**config.mk**
```make
export PLATFORM = sky130hd
export DESIGN_NAME = branch_trace_gen
export DESIGN_NICKNAME = d
export VERILOG_FILES = /design/src/rtl/branch_trace_gen.sv
export SDC_FILE = /design/constraint.sdc
export NUM_CORES = 1
export LEC_CHECK = 0
export BUFFER_PORTS_ARGS = -buffer_cell sky130_fd_sc_hd__buf_4
export CAP_MARGIN = 30
export CORE_AREA = 2 2 66 68
export CTS_BUF_LIST = sky130_fd_sc_hd__clkbuf_2 sky130_fd_sc_hd__clkbuf_4 sky130_fd_sc_hd__clkbuf_8
export DETAILED_ROUTE_END_ITERATION = 7
export DIE_AREA = 0 0 68 70
export GPL_TIMING_DRIVEN = 0
export PLACE_DENSITY = 0.87
export SKIP_CTS_REPAIR_TIMING = 1
export SLEW_MARGIN = 25
export SYNTH_ARGS = -nofsm -noshare
export SYNTH_HDL_FRONTEND = slang
export SYNTH_SLANG_ARGS = --single-unit
```
**constraint.sdc**
```tcl
create_clock -name clk -period 6.3 [get_ports clk]
set_clock_uncertainty 0.1 [all_clocks]
set_input_delay 0.63 -clock clk [delete_from_list [all_inputs] [get_ports clk]]
set_output_delay 0.63 -clock clk [all_outputs]
set_load 0.005 [all_outputs]
```
**src/rtl/branch_trace_gen.sv**
```systemverilog
module branch_trace_gen #(
  parameter int ADDR_W      = 32,
  parameter int CNT_W       = 8,
  parameter int CODE_W      = 6,
  parameter int TC_DIRECT   = 3,
  parameter int TC_INDIRECT = 4,
  parameter int TC_SYNC     = 9
) (
  input  logic              clk,
  input  logic              trc_rst_n,
  input  logic              trc_en,
  input  logic              ret_vld,
  input  logic [1:0]        ret_kind,
  input  logic [ADDR_W-1:0] ret_npc,
  input  logic              q_drop,
  output logic              msg_vld,
  output logic [CODE_W-1:0] msg_code,
  output logic [CNT_W-1:0]  msg_cnt,
  output logic [ADDR_W-1:0] msg_addr
);

  localparam logic [CNT_W-1:0]  CNT_MAX = '1;
  localparam logic [CODE_W-1:0] C_DIR   = CODE_W'(TC_DIRECT);
  localparam logic [CODE_W-1:0] C_IND   = CODE_W'(TC_INDIRECT);
  localparam logic [CODE_W-1:0] C_SYNC  = CODE_W'(TC_SYNC);

  logic [CNT_W-1:0]  cnt;
  logic              sync_pend;
  logic              take, far, dir, sat, emit, full;
  logic [CNT_W-1:0]  cnt_inc;
  logic [CODE_W-1:0] code;

  assign take    = trc_en & ret_vld;
  assign far     = ret_kind[1];
  assign dir     = (ret_kind == 2'b01);
  assign cnt_inc = cnt + 1'b1;
  assign sat     = (cnt_inc == CNT_MAX);
  assign full    = sync_pend | far | (sat & ~dir);
  assign emit    = take & (full | dir);
  assign code    = far ? C_IND : (full ? C_SYNC : C_DIR);

  always_ff @(posedge clk or negedge trc_rst_n) begin
    if (!trc_rst_n) begin
      cnt       <= '0;
      sync_pend <= 1'b1;
      msg_vld   <= 1'b0;
      msg_code  <= '0;
      msg_cnt   <= '0;
      msg_addr  <= '0;
    end else begin
      msg_vld   <= emit;
      msg_code  <= emit ? code : '0;
      msg_cnt   <= emit ? cnt_inc : '0;
      msg_addr  <= (emit & full) ? ret_npc : '0;
      if (!trc_en || emit) cnt <= '0;
      else if (take)       cnt <= cnt_inc;
      sync_pend <= ~trc_en | q_drop | (sync_pend & ~emit);
    end
  end

  p_idle_quiet_r1: assert property (@(posedge clk) disable iff (!trc_rst_n)
    !(ret_vld && trc_en) |=> !msg_vld);

  p_direct_form_r2: assert property (@(posedge clk) disable iff (!trc_rst_n)
    (msg_vld && msg_code == C_DIR) |-> (msg_addr == '0 && msg_cnt != '0));

  p_indirect_full_r3: assert property (@(posedge clk) disable iff (!trc_rst_n)
    (ret_vld && trc_en && ret_kind[1]) |=> (msg_vld && msg_code == C_IND && msg_addr == $past(ret_npc)));

  p_pending_full_r4: assert property (@(posedge clk) disable iff (!trc_rst_n)
    (sync_pend && ret_vld && trc_en) |=> (msg_vld && msg_code != C_DIR));

  p_count_started_r5: assert property (@(posedge clk) disable iff (!trc_rst_n)
    msg_vld |-> msg_cnt != '0);

  p_no_overflow_r6: assert property (@(posedge clk) disable iff (!trc_rst_n)
    cnt != CNT_MAX);

  p_drop_arms_r7: assert property (@(posedge clk) disable iff (!trc_rst_n)
    q_drop |=> sync_pend);

  p_disabled_quiet_r8: assert property (@(posedge clk) disable iff (!trc_rst_n)
    !trc_en |=> (!msg_vld && cnt == '0));

  p_code_legal_r10: assert property (@(posedge clk) disable iff (!trc_rst_n)
    msg_vld |-> (msg_code == C_DIR || msg_code == C_IND || msg_code == C_SYNC));

endmodule

```
Yosys cells after proc, flatten, opt, wreduce, memory -nomap -nowiden
Cells that the tools add are included.

storage, ports and cells
  bits in registers = 54
  input bits = 39
  output and inout bits = 47
  word-level logic and storage cells = 32

operators by class
  add/sub/neg operators = 1
  eq/ne operators = 2
  muxes and demuxes = 7
  bitwise operators = 13
  reduce and logical (&&, ||, !) cells = 3

operator list
  operator                                              number
  2-to-1 mux 32 bit                                     1
  2-to-1 mux 8 bit                                      3
  2-to-1 mux 4 bit                                      3
  adder 8 x 1 -> 8 bit (second input constant)          1
  equality test 8 bit (second input constant)           1
  bitwise AND 1 bit                                     5
  OR 1 bit                                              5
  inverter 1 bit                                        3
  equality test 2 x 1 -> 1 bit (second input constant)  1
  nonzero test 2 bit                                    1
  logical NOT 1 bit                                     1
  logical OR 1 bit                                      1

Logic depth before layout (Yosys ltp)
  word-level depth = 9
  gate-level depth with buffers = 8
  depth with buffers taken out = 7

Least setup slack after synthesis
OpenSTA, ideal clock, no wires.

  path type = register to register
  start point = reg cnt[0]
  end point = reg msg_addr[23]
  setup time = 67 ps
  data arrival time = 1924 ps
  required time = 6133 ps
  slack = 4209 ps
  cell stages (with the launch flop) = 8
  path buffers = 1
  period minus slack after synthesis = 2091 ps
  path through = dfrtp_1 -> ha_1 -> nand3_1 -> or3_4 -> a211oi_4 -> a211o_2 -> buf_2 -> and3_1

between the ends
  longest elaborated chain between the ends = 8

ends and longest elaborated chain
  item                    RTL line  RTL
  from (decl)             27        logic [CNT_W-1:0] cnt;
  from (signal assigned)  56        else if (take) cnt <= cnt_inc;
  adder 8 x 1 -> 8 bit *  36        assign cnt_inc = cnt + 1'b1;
  equality test 8 bit *   37        assign sat = (cnt_inc == CNT_MAX);
  bitwise AND 1 bit *     38        assign full = sync_pend | far | (sat & ~dir);
  OR 1 bit *              38
  OR 1 bit                39        assign emit = take & (full | dir);
  bitwise AND 1 bit       39
  bitwise AND 1 bit *     54        msg_addr <= (emit & full) ? ret_npc : '0;
  2-to-1 mux 32 bit *     54
  to (signal assigned)    54
  to (decl)               19        output logic [ADDR_W-1:0] msg_addr

Mark *: on every way between the ends. The rest lies on a longest branch, timed or not.
A chain may end at the register's enable or synchronous reset.

Final worst setup path
  start point = reg cnt[0]
  end point = reg msg_addr[15]

Same word-level chain as after synthesis.

==> run metrics <==
CTS max path bufs 2; Adder-Cell Fraction of Synth Area 0.0120; DRT antenna net count 0; Placed Cells 308; most common cell in the synthesized netlist dfrtp_1; RSZ-0062 raised after global routing no; largest net degree at the start of global routing 55; Final Hold Viols 0; Met1 Routed Length 1900 um; Post-Synth XOR/XNOR Area 0.0210; Least-Margin Pin Slew 0.647 ns; Sw Share 0.222; WP buf/inv 1; DRT Wirelength between 5000 and 6000 um; die area 4760 sq um; DRT Pass-1 Iters 4; DR WL/cell 15.9 um; total global routing overflow 0; crit path cell chain ha_1 -> nand3_1 -> or3_4 -> a211oi_4 -> a211o_2 -> buf_2 -> and3_1; Design Power 0.615 mW; compound-gate portion of the synthesized area 0.0870; RR Startpoint cnt[0]$_DFFE_PN0P_; synth warn 0; Vias 1666; Sum Neg Setup Slack 0 ns; cell taking the most area after synthesis dfrtp_1; part of the power in registers 0.585; Clock Power Share 0.319; Switch Pwr 0.137 mW; critical path's slowest cell dfrtp_1; syn avg cell area 12.1 sq um; Starting Density 0.503; clk slew on worst S/H paths 0.09 ns; r2r setup slk 3.85 ns; Port-buffer cells 83; Skew-Pair Late Insertion Delay 0.31 ns; ys async rst share 1.00; largest family of logic cells by synthesized area simple AND/OR/NAND/NOR gates; simple-gate portion of the synthesized area 0.205; Pint about 0.48 mW; CTS buffer count 5; cell area after synthesis 2090 sq um; outcome finished clean; hold slack 0.235 ns; Final Cycle Share 0.389; CP peak stage delay 0.45 ns; cell count after synthesis 172; mux cell area share after synthesis 0; DR top layer met4; initial antenna violation count 0; count of state elements after synthesis 54; first-pass GRT wire length 8160 um; fmax slightly above 400 MHz; commonest register cell after synthesis dfrtp_1; Post-synth EDFFs 0; number of max-slew violations in the final report 0; kind of critical path reg2reg; Synth top area share 0.636; required time worst endpoint 6.45 ns; fin crit period 2.45 ns; normalized max-slew margin 0.569; max capacitance violation total 0; leading post-synthesis cells by instance count 53 x dfrtp_1, 34 x and3_1, 11 x nand2_1; pwr/cell area 214 nW/um^2; Worst Reg-to-Reg Cells 7; clock sinks 54; Core Rows 24; IO Pins 86; DRC violations left 0; endpoint class of the critical path register; delay-heaviest family, CP compound AO/OA/AOI/OAI gates; Die H 70 um; Final HPWL DP between 3000 and 4000 um; H-tree depth 2; Final Setup Violations 0; reg-to-reg endpoint msg_addr[15]$_DFF_PN0_; GPL Wtd Cong 0.790; HP Class in2async; Combinational Power Share 0.097; CTS Root Buffer Type clkbuf_8; Seq/Total Area, Yosys 0.648; Leakage between 1.5 and 2 nW; Inserted Diodes 0; Vias per Instance 5.27; Yosys cell types roughly 40; Iter 0 DRT Violations 179; fillcell total 295; core box area 4140 sq um; crit path max fanout 10; length of routed met3 wiring 477 um; share of layout cells above drive strength 1 0.390; vias in the first global route roughly 1600; Synth area leaders dfrtp_1 64%, and3_1 10%, nand2_1 2.0%; Nets 304; met2 WL post-DR 2560 um; Arr. time, crit path 2.60 ns; Peak VDD IR around 0.11 mV; area grow syn2layout 37.7%; path length in cells of the critical path 7; TritonCTS clock tree done; DIE WIDTH between 60 and 70 um; Cell Count, Final, Fillers Out 316; Critical Path Start Type register; total track usage 0.229
==> kinds of logic after synthesis <==
group           after synthesis
other cells                   1
buf+inv                      11
xor+xnor                      5
simple gates                 75
fa+ha+maj                     2
flops                        54
compound gates               24
==> worst max-delay path by stage <==
stage | from | end | slack, ns
after floorplan | cnt[0]$_DFFE_PN0P_ | msg_addr[23]$_DFF_PN0_ | 4.21
after global placement | cnt[0]$_DFFE_PN0P_ | msg_addr[21]$_DFF_PN0_ | 3.95
after detailed placement | cnt[0]$_DFFE_PN0P_ | msg_addr[15]$_DFF_PN0_ | 3.90
after CTS | cnt[0]$_DFFE_PN0P_ | msg_addr[15]$_DFF_PN0_ | 3.83
after global routing | cnt[0]$_DFFE_PN0P_ | msg_addr[27]$_DFF_PN0_ | 3.66
final | cnt[0]$_DFFE_PN0P_ | msg_addr[15]$_DFF_PN0_ | 3.85
==> routing by layer <==
metal,global-route usage,vias to the layer above
li1,-,780
met1,0.288,817
met2,0.373,61
met3,0.0644,8
met4,0.0800,0
met5,0,-
==> sequential cells by signal, summed over array words and instances, names as in the netlist <==
signal and cells:
msg_code 4, sync_pend 1, msg_vld 1, msg_addr 32, msg_cnt 8, cnt 8
==> layout by cell type, fill, tap and decap left out, drive strengths merged, types with 2 or more instances in the layout <==
cell type / netlist / routed
nand2: 12 / 12
buf: 5 / 88
conb: 1 / 2
a21o: 2 / 2
xor2: 4 / 4
a211oi: 3 / 3
o21ai: 6 / 6
o31a: 2 / 2
nand2b: 4 / 4
or3: 2 / 2
nand3: 4 / 4
nor2: 5 / 5
and3: 34 / 34
clkbuf: 5 / 11
o31ai: 3 / 3
nor3: 7 / 7
ha: 2 / 2
dfrtp: 53 / 53
and2: 2 / 2
a21oi: 2 / 2
==> power by group through the flow <==
stage          combinational [mW]  clock [mW]  sequential [mW]
3_3_place_gp               0.0579           0            0.366
3_5_place_dp               0.0597           0            0.367
4_1_cts                    0.0602       0.203            0.360
2_1_floorplan              0.0144           0            0.368
5_1_grt                    0.0663       0.216            0.361
6_report                   0.0594       0.196            0.360
==> stage by stage <==
stage	setup slack, ns	util	instance area, sq um
floorplan	4.21	-	2090
global placement	3.95	0.670	2780
detailed placement	3.90	0.670	2780
CTS	3.83	0.693	2870
global route	3.66	0.693	2870
finish	3.85	0.693	2870
==> worst register-to-register path: cells and delay by family, from the launching register on <==
kind	cells	cell delay, ns
AOI/OAI and AO/OA	2	0.68
adders and majority gates	1	0.28
buffers and inverters	1	0.20
DFF	1	0.45
and+or+nand+nor	3	0.68
==> layout make-up <==
class / count / area (sq um) / area share
Sequential cell: 54 / 1350 / 0.471
Multi-Input combinational cell: 108 / 684 / 0.238
Clock inverter: 2 / 12.5 / 0.00436
Inverter: 1 / 3.75 / 0.00131
Timing Repair Buffer: 83 / 623 / 0.217
Tap cell: 52 / 65.1 / 0.0226
Buffer: 10 / 48.8 / 0.0170
Clock buffer: 6 / 82.6 / 0.0287
No activity file was read; power rests on OpenSTA's default activity.
